==> src/rtl/txs_pkg.sv <==
package txs_pkg;

  typedef enum logic [2:0] {
    ST_SCAN,
    ST_HREQ,
    ST_SEND,
    ST_FETCH,
    ST_LOAD,
    ST_DONE
  } txs_state_e;

  // Next channel with wrap after the highest channel
  function automatic int unsigned wrap_next(int unsigned cur, int unsigned n);
    return (cur + 1 >= n) ? 0 : cur + 1;
  endfunction

  // Payload memory layout: one contiguous block per channel
  function automatic int unsigned byte_addr(int unsigned ch, int unsigned k,
                                            int unsigned pay);
    return ch * pay + k;
  endfunction

endpackage

==> src/rtl/txs_chan_ptr.sv <==
module txs_chan_ptr #(
  parameter int NUM_CH = 4,
  parameter int CH_W   = 2
) (
  input  logic            clk,
  input  logic            rst_n,
  input  logic            adv,
  output logic [CH_W-1:0] ch
);
  import txs_pkg::*;

  always_ff @(posedge clk) begin
    if (!rst_n) ch <= '0;
    else if (adv) ch <= CH_W'(wrap_next(int'(ch), NUM_CH));
  end
endmodule

==> src/rtl/txs_seq_bank.sv <==
module txs_seq_bank #(
  parameter int NUM_CH = 4,
  parameter int CH_W   = 2,
  parameter int SC_W   = 3
) (
  input  logic            clk,
  input  logic            rst_n,
  input  logic            inc,
  input  logic [CH_W-1:0] ch,
  output logic [SC_W-1:0] sc
);
  logic [SC_W-1:0] sc_r [NUM_CH];

  for (genvar i = 0; i < NUM_CH; i++) begin : g_cnt
    always_ff @(posedge clk) begin
      if (!rst_n) sc_r[i] <= '0;
      else if (inc && (ch == CH_W'(i))) sc_r[i] <= sc_r[i] + 1'b1;
    end
  end

  assign sc = sc_r[ch];
endmodule

==> src/rtl/txs_byte_ctr.sv <==
module txs_byte_ctr #(
  parameter int PAY_BYTES = 47,
  parameter int K_W       = 6
) (
  input  logic           clk,
  input  logic           rst_n,
  input  logic           clr,
  input  logic           step,
  output logic [K_W-1:0] k,
  output logic           is_last
);
  always_ff @(posedge clk) begin
    if (!rst_n)    k <= '0;
    else if (clr)  k <= '0;
    else if (step) k <= k + 1'b1;
  end

  assign is_last = (k == K_W'(PAY_BYTES - 1));
endmodule

==> src/rtl/txs_out_reg.sv <==
module txs_out_reg #(
  parameter int W = 8
) (
  input  logic         clk,
  input  logic         rst_n,
  input  logic         load,
  input  logic [W-1:0] din,
  input  logic         last_in,
  input  logic         ready,
  output logic         valid,
  output logic [W-1:0] dout,
  output logic         last
);
  always_ff @(posedge clk) begin
    if (!rst_n) begin
      valid <= 1'b0;
      dout  <= '0;
      last  <= 1'b0;
    end else if (load) begin
      valid <= 1'b1;
      dout  <= din;
      last  <= last_in;
    end else if (valid && ready) begin
      valid <= 1'b0;
    end
  end
endmodule

==> src/rtl/txcell_sched.sv <==
module txcell_sched #(
  parameter int NUM_CH    = 4,
  parameter int PAY_BYTES = 47,
  parameter int SC_W      = 3,
  localparam int CH_W     = (NUM_CH > 1) ? $clog2(NUM_CH) : 1,
  localparam int ADDR_W   = $clog2(NUM_CH * PAY_BYTES),
  localparam int K_W      = $clog2(PAY_BYTES + 1)
) (
  input  logic              clk,
  input  logic              rst_n,
  output logic [CH_W-1:0]   flag_addr,
  input  logic              flag_rdy,
  output logic              flag_clr,
  output logic [ADDR_W-1:0] pay_addr,
  input  logic [7:0]        pay_data,
  output logic              hdr_req,
  output logic [CH_W-1:0]   hdr_ch,
  output logic [SC_W-1:0]   hdr_sc,
  input  logic              hdr_ack,
  input  logic [7:0]        hdr_byte,
  output logic              cell_valid,
  input  logic              cell_ready,
  output logic [7:0]        cell_data,
  output logic              cell_last
);
  import txs_pkg::*;

  txs_state_e st, st_nx;
  logic [CH_W-1:0] ch;
  logic [K_W-1:0]  k;
  logic            k_last;

  // Named internal events
  logic scan_skip, scan_hit, hdr_take, accept, cell_done, pay_load, cell_end;
  logic       out_load, out_last_in;
  logic [7:0] out_din;

  assign scan_skip = (st == ST_SCAN) && !flag_rdy;
  assign scan_hit  = (st == ST_SCAN) && flag_rdy;
  assign hdr_take  = (st == ST_HREQ) && hdr_ack;
  assign accept    = (st == ST_SEND) && cell_valid && cell_ready;
  assign cell_done = accept && cell_last;
  assign pay_load  = (st == ST_LOAD);
  assign cell_end  = (st == ST_DONE);

  always_comb begin
    st_nx = st;
    unique case (st)
      ST_SCAN:  if (scan_hit) st_nx = ST_HREQ;
      ST_HREQ:  if (hdr_take) st_nx = ST_SEND;
      ST_SEND:  if (accept) st_nx = cell_last ? ST_DONE : ST_FETCH;
      ST_FETCH: st_nx = ST_LOAD;
      ST_LOAD:  st_nx = ST_SEND;
      ST_DONE:  st_nx = ST_SCAN;
      default:  st_nx = ST_SCAN;
    endcase
  end

  always_ff @(posedge clk) begin
    if (!rst_n) st <= ST_SCAN;
    else        st <= st_nx;
  end

  txs_chan_ptr #(.NUM_CH(NUM_CH), .CH_W(CH_W)) u_ptr (
    .clk (clk), .rst_n (rst_n), .adv (scan_skip || cell_end), .ch (ch)
  );

  txs_seq_bank #(.NUM_CH(NUM_CH), .CH_W(CH_W), .SC_W(SC_W)) u_seq (
    .clk (clk), .rst_n (rst_n), .inc (cell_end), .ch (ch), .sc (hdr_sc)
  );

  txs_byte_ctr #(.PAY_BYTES(PAY_BYTES), .K_W(K_W)) u_kctr (
    .clk (clk), .rst_n (rst_n), .clr (hdr_take), .step (pay_load),
    .k (k), .is_last (k_last)
  );

  assign out_load    = hdr_take || pay_load;
  assign out_din     = hdr_take ? hdr_byte : pay_data;
  assign out_last_in = pay_load && k_last;

  txs_out_reg #(.W(8)) u_out (
    .clk (clk), .rst_n (rst_n), .load (out_load), .din (out_din),
    .last_in (out_last_in), .ready (cell_ready), .valid (cell_valid),
    .dout (cell_data), .last (cell_last)
  );

  assign flag_addr = ch;
  assign flag_clr  = cell_end;
  assign hdr_req   = (st == ST_HREQ);
  assign hdr_ch    = ch;
  assign pay_addr  = ADDR_W'(byte_addr(int'(ch), int'(k), PAY_BYTES));
endmodule

==> config.mk <==
export PLATFORM = sky130hd
export DESIGN_NAME = txcell_sched
export DESIGN_NICKNAME = d
export VERILOG_FILES = /design/src/rtl/txs_pkg.sv /design/src/rtl/txs_chan_ptr.sv /design/src/rtl/txs_seq_bank.sv /design/src/rtl/txs_byte_ctr.sv /design/src/rtl/txs_out_reg.sv /design/src/rtl/txcell_sched.sv
export SDC_FILE = /design/constraint.sdc
export NUM_CORES = 1
export LEC_CHECK = 0
export ABC_AREA = 0
export ABC_CLOCK_PERIOD_IN_PS = 4900
export BUFFER_PORTS_ARGS = -buffer_cell sky130_fd_sc_hd__buf_2
export CELL_PAD_IN_SITES_DETAIL_PLACEMENT = 1
export CELL_PAD_IN_SITES_GLOBAL_PLACEMENT = 1
export CORE_ASPECT_RATIO = 1.1
export CORE_MARGIN = 8
export CORE_UTILIZATION = 44
export CTS_CLUSTER_SIZE = 14
export DETAILED_ROUTE_END_ITERATION = 8
export GPL_ROUTABILITY_DRIVEN = 0
export GPL_TIMING_DRIVEN = 0
export PLACE_DENSITY_LB_ADDON = 0.1
export SYNTH_ARGS = -nofsm -noshare
export SYNTH_HDL_FRONTEND = slang
export SYNTH_SLANG_ARGS = --single-unit
==> constraint.sdc <==
create_clock -name clk -period 4.9 [get_ports clk]
set_input_delay 0.98 -clock clk [delete_from_list [all_inputs] [get_ports clk]]
set_output_delay 0.98 -clock clk [all_outputs]
set_load 0.005 [all_outputs]
==> results_dict.tcl <==
set metrics [dict create \
    status "completed" \
    synth_area_leaders "dfxtp_1 (22%), edfxtp_1 (17%), ha_1 (11%)" \
    cts_root_buf "clkbuf_8" \
    yosysSeqAreaShare 0.388 \
    antenna_found_initial 0 \
    postLayoutCellArea_um2 2530 \
    synth_edf_count 12 \
    synthTopCellsByCount "dfxtp_1 (23), nand2_1 (21), ha_1 (19)" \
    drt_wl_total_um 4810 \
    hold_viol 0 \
    power.leakage_nw 1.15 \
    synth.most_common_cell "dfxtp_1" \
    fin_cells 319 \
    synth_warnings 0 \
    die_area_um2 7290 \
    hold_path.class "flop to flop" \
    setup_tns_ns 0 \
    worstSetupPathType "flop to output pin" \
    io_buffers 47 \
    worstSetupEndpointType "output pin" \
    syn_area_um2 2120 \
    grt_max_degree 12 \
    fin_skew_ns 0.00705 \
    rows 26 \
    vias 1657 \
    cts_setup_buffers 0 \
    cp_slowest_cell "dfxtp_1" \
    ant_nets 0 \
    final_max_slew_viol_count 0 \
    die_w_um 82.1 \
    diodes 0 \
    drt-initial-drc-count 36 \
    yosysTopAreaCell "dfxtp_1" \
    cts.sink_count 35 \
    p_total_mw 0.885 \
    setup-violations-final 0 \
    die_h_um 88.8 \
    powerDensity_nw_per_um2 350 \
    ir_drop_mv 0.160 \
    grt_pass1_vias 1830 \
    syn-instance-count 208 \
    cts_resized 0 \
    crit_arrival_ns 2.91 \
    synth_top_area_frac 0.217 \
    worst_setup_path_start_kind "flop" \
    syn2layout_area_growth_pct 19.5 \
    wl_per_cell_um 15.1 \
    finalNetCount 306 \
    internal_power_mw 0.614 \
    dpl.cell_count 311 \
    synthArstFlopShare 0 \
    rrSetupSlack_ns 3.38 \
    hold_buffers 0 \
    crit_top_cell "inv_1" \
    swShare 0.306 \
    hold_ws_ns 0.545 \
    drv_cap 0 \
    fmax_mhz 257 \
    synthDistinctLibCells 46 \
    num_io_pins 48 \
    switchingPower_mw 0.271 \
    dpl.hpwl_um 3840 \
    fin_crit_sh 0.793 \
    core_um2 4650 \
    remaining_drc_errors 0 \
    grt_pass1_wl_um 8410 \
    ys.flop_type "dfxtp_1" \
    cp_max_fo 11 \
    rsz0062_at_grt "false" \
    seqPwrFrac 0.410 \
    worstSkewPairLatency_ns 0.29 \
    clk_pin_slew_worst_paths_ns 0.08 \
    viasPerCell 5.19 \
    slew_headroom 0.682 \
    initial_core_util 0.455 \
    clockBufferDepth 2 \
    grtUsageTotal 0.149 \
    synth_seq_cells 35 \
    cts_tree "yes" \
    dpl_cell_area_um2 2420 \
    critPathRequiredTime_ns 3.92 \
    cp_cell_sequence "inv_1 -> fa_1 -> inv_1 -> ha_1 -> inv_1 -> fa_1 -> nor2b_1 -> o31a_1 -> o21ai_0 -> nand2b_1 -> buf_2" \
    clockPowerShare 0.287 \
    finalCriticalPeriod_ns 3.89 \
    p_comb_frac 0.303 \
    synthesis.nets 252 \
    tightest_slew_ns 0.476 \
    cp_slowest_stage_delay_ns 0.62 \
    drive_gt1_frac 0.285 \
    numCtsBuffers 5 \
    drt-pass1-iter-count 4 \
    gr-total-overflow 0 \
    h-tree-depth 2 \
    syn_avg_cell_area_um2 10.2 \
]
-- power groups by stage --
stage	Clock (mW)	Combinational (mW)	Sequential (mW)
after floorplan	0	0.178	0.364
after global placement	0	0.266	0.369
after detailed placement	0	0.273	0.370
after CTS	0.261	0.276	0.364
after global routing	0.273	0.307	0.369
final	0.254	0.268	0.362
-- flip-flops by register name (all words and copies together) (netlist names), named ones only --
| register | cells |
|---|---|
| st | 3 |
| u_out.valid | 1 |
| u_kctr.k | 6 |
| u_out.last | 1 |
| u_ptr.ch | 2 |
| u_out.dout | 8 |
| u_seq.sc_r | 12 |
-- area by class of cell --
class                   count  area, um^2
fillers                   544        2120
multi-input cells         150        1140
flip-flops and latches     35         821
repair buffers             47         235
plain buffers              12         116
well taps                  56        70.1
clock buffers               5        68.8
inverters                  11        41.3
clock inverters             3        38.8
-- metal layers --
layer  share of wire  GRT usage  vias to the layer above
met5               0          0                        -
met4           0.015     0.0575                        0
met3           0.062     0.0488                        7
met2            0.47      0.247                       36
met1            0.45      0.173                      788
li1                -          -                      826
-- cell families after synthesis --
family,count (synthesis),synth area share
AOI/OAI and AO/OA,39,0.108
xor gates and xnor gates,12,0.0496
adders and majority gates,23,0.150
buffers and inverters,23,0.0745
DFF,35,0.388
muxes,11,0.0697
and+or+nand+nor,65,0.160
-- placed cells by master (no fill, tap or decap), types with 2 or more instances in the layout --
cell	n
buf_2	49
dfxtp_1	23
nand2_1	21
ha_1	19
nor2_1	18
a21oi_1	15
edfxtp_1	12
inv_1	11
o21ai_0	11
xnor2_1	8
mux2i_1	8
buf_6	6
and3_1	5
clkbuf_8	5
xor2_1	4
fa_1	4
mux4_2	3
nand3b_1	3
nand4_1	3
o21a_1	2
nand3_1	2
o21ai_1	2
buf_4	2
-- path summary, 6_finish.rpt --
check,start,to,depth (start not counted)
worst min register to register,u_out.dout[1],u_out.dout[1],2
worst min-delay path,u_out.dout[1],u_out.dout[1],2
worst max-delay path,u_ptr.ch[0],pay_addr[7],11
worst max register to register,u_ptr.ch[0],u_seq.sc_r[2][0],4
-- through the flow --
stage / util / setup WS, ns
2_1_floorplan: - / 1.66
3_3_place_gp: 0.521 / 1.36
3_5_place_dp: 0.521 / 1.27
4_1_cts: 0.544 / 0.952
5_1_grt: 0.544 / 0.763
6_report: 0.544 / 1.01
-- critical path, delay by kind of cell (launching register included) --
family                     cells  cell delay [ns]
DFF                            1             0.62
AOI/OAI and AO/OA              2             0.24
and+or+nand+nor                2             0.25
buffers and inverters          4             0.42
adders and majority gates      3             1.10
Power figures use the tool's default switching activity.
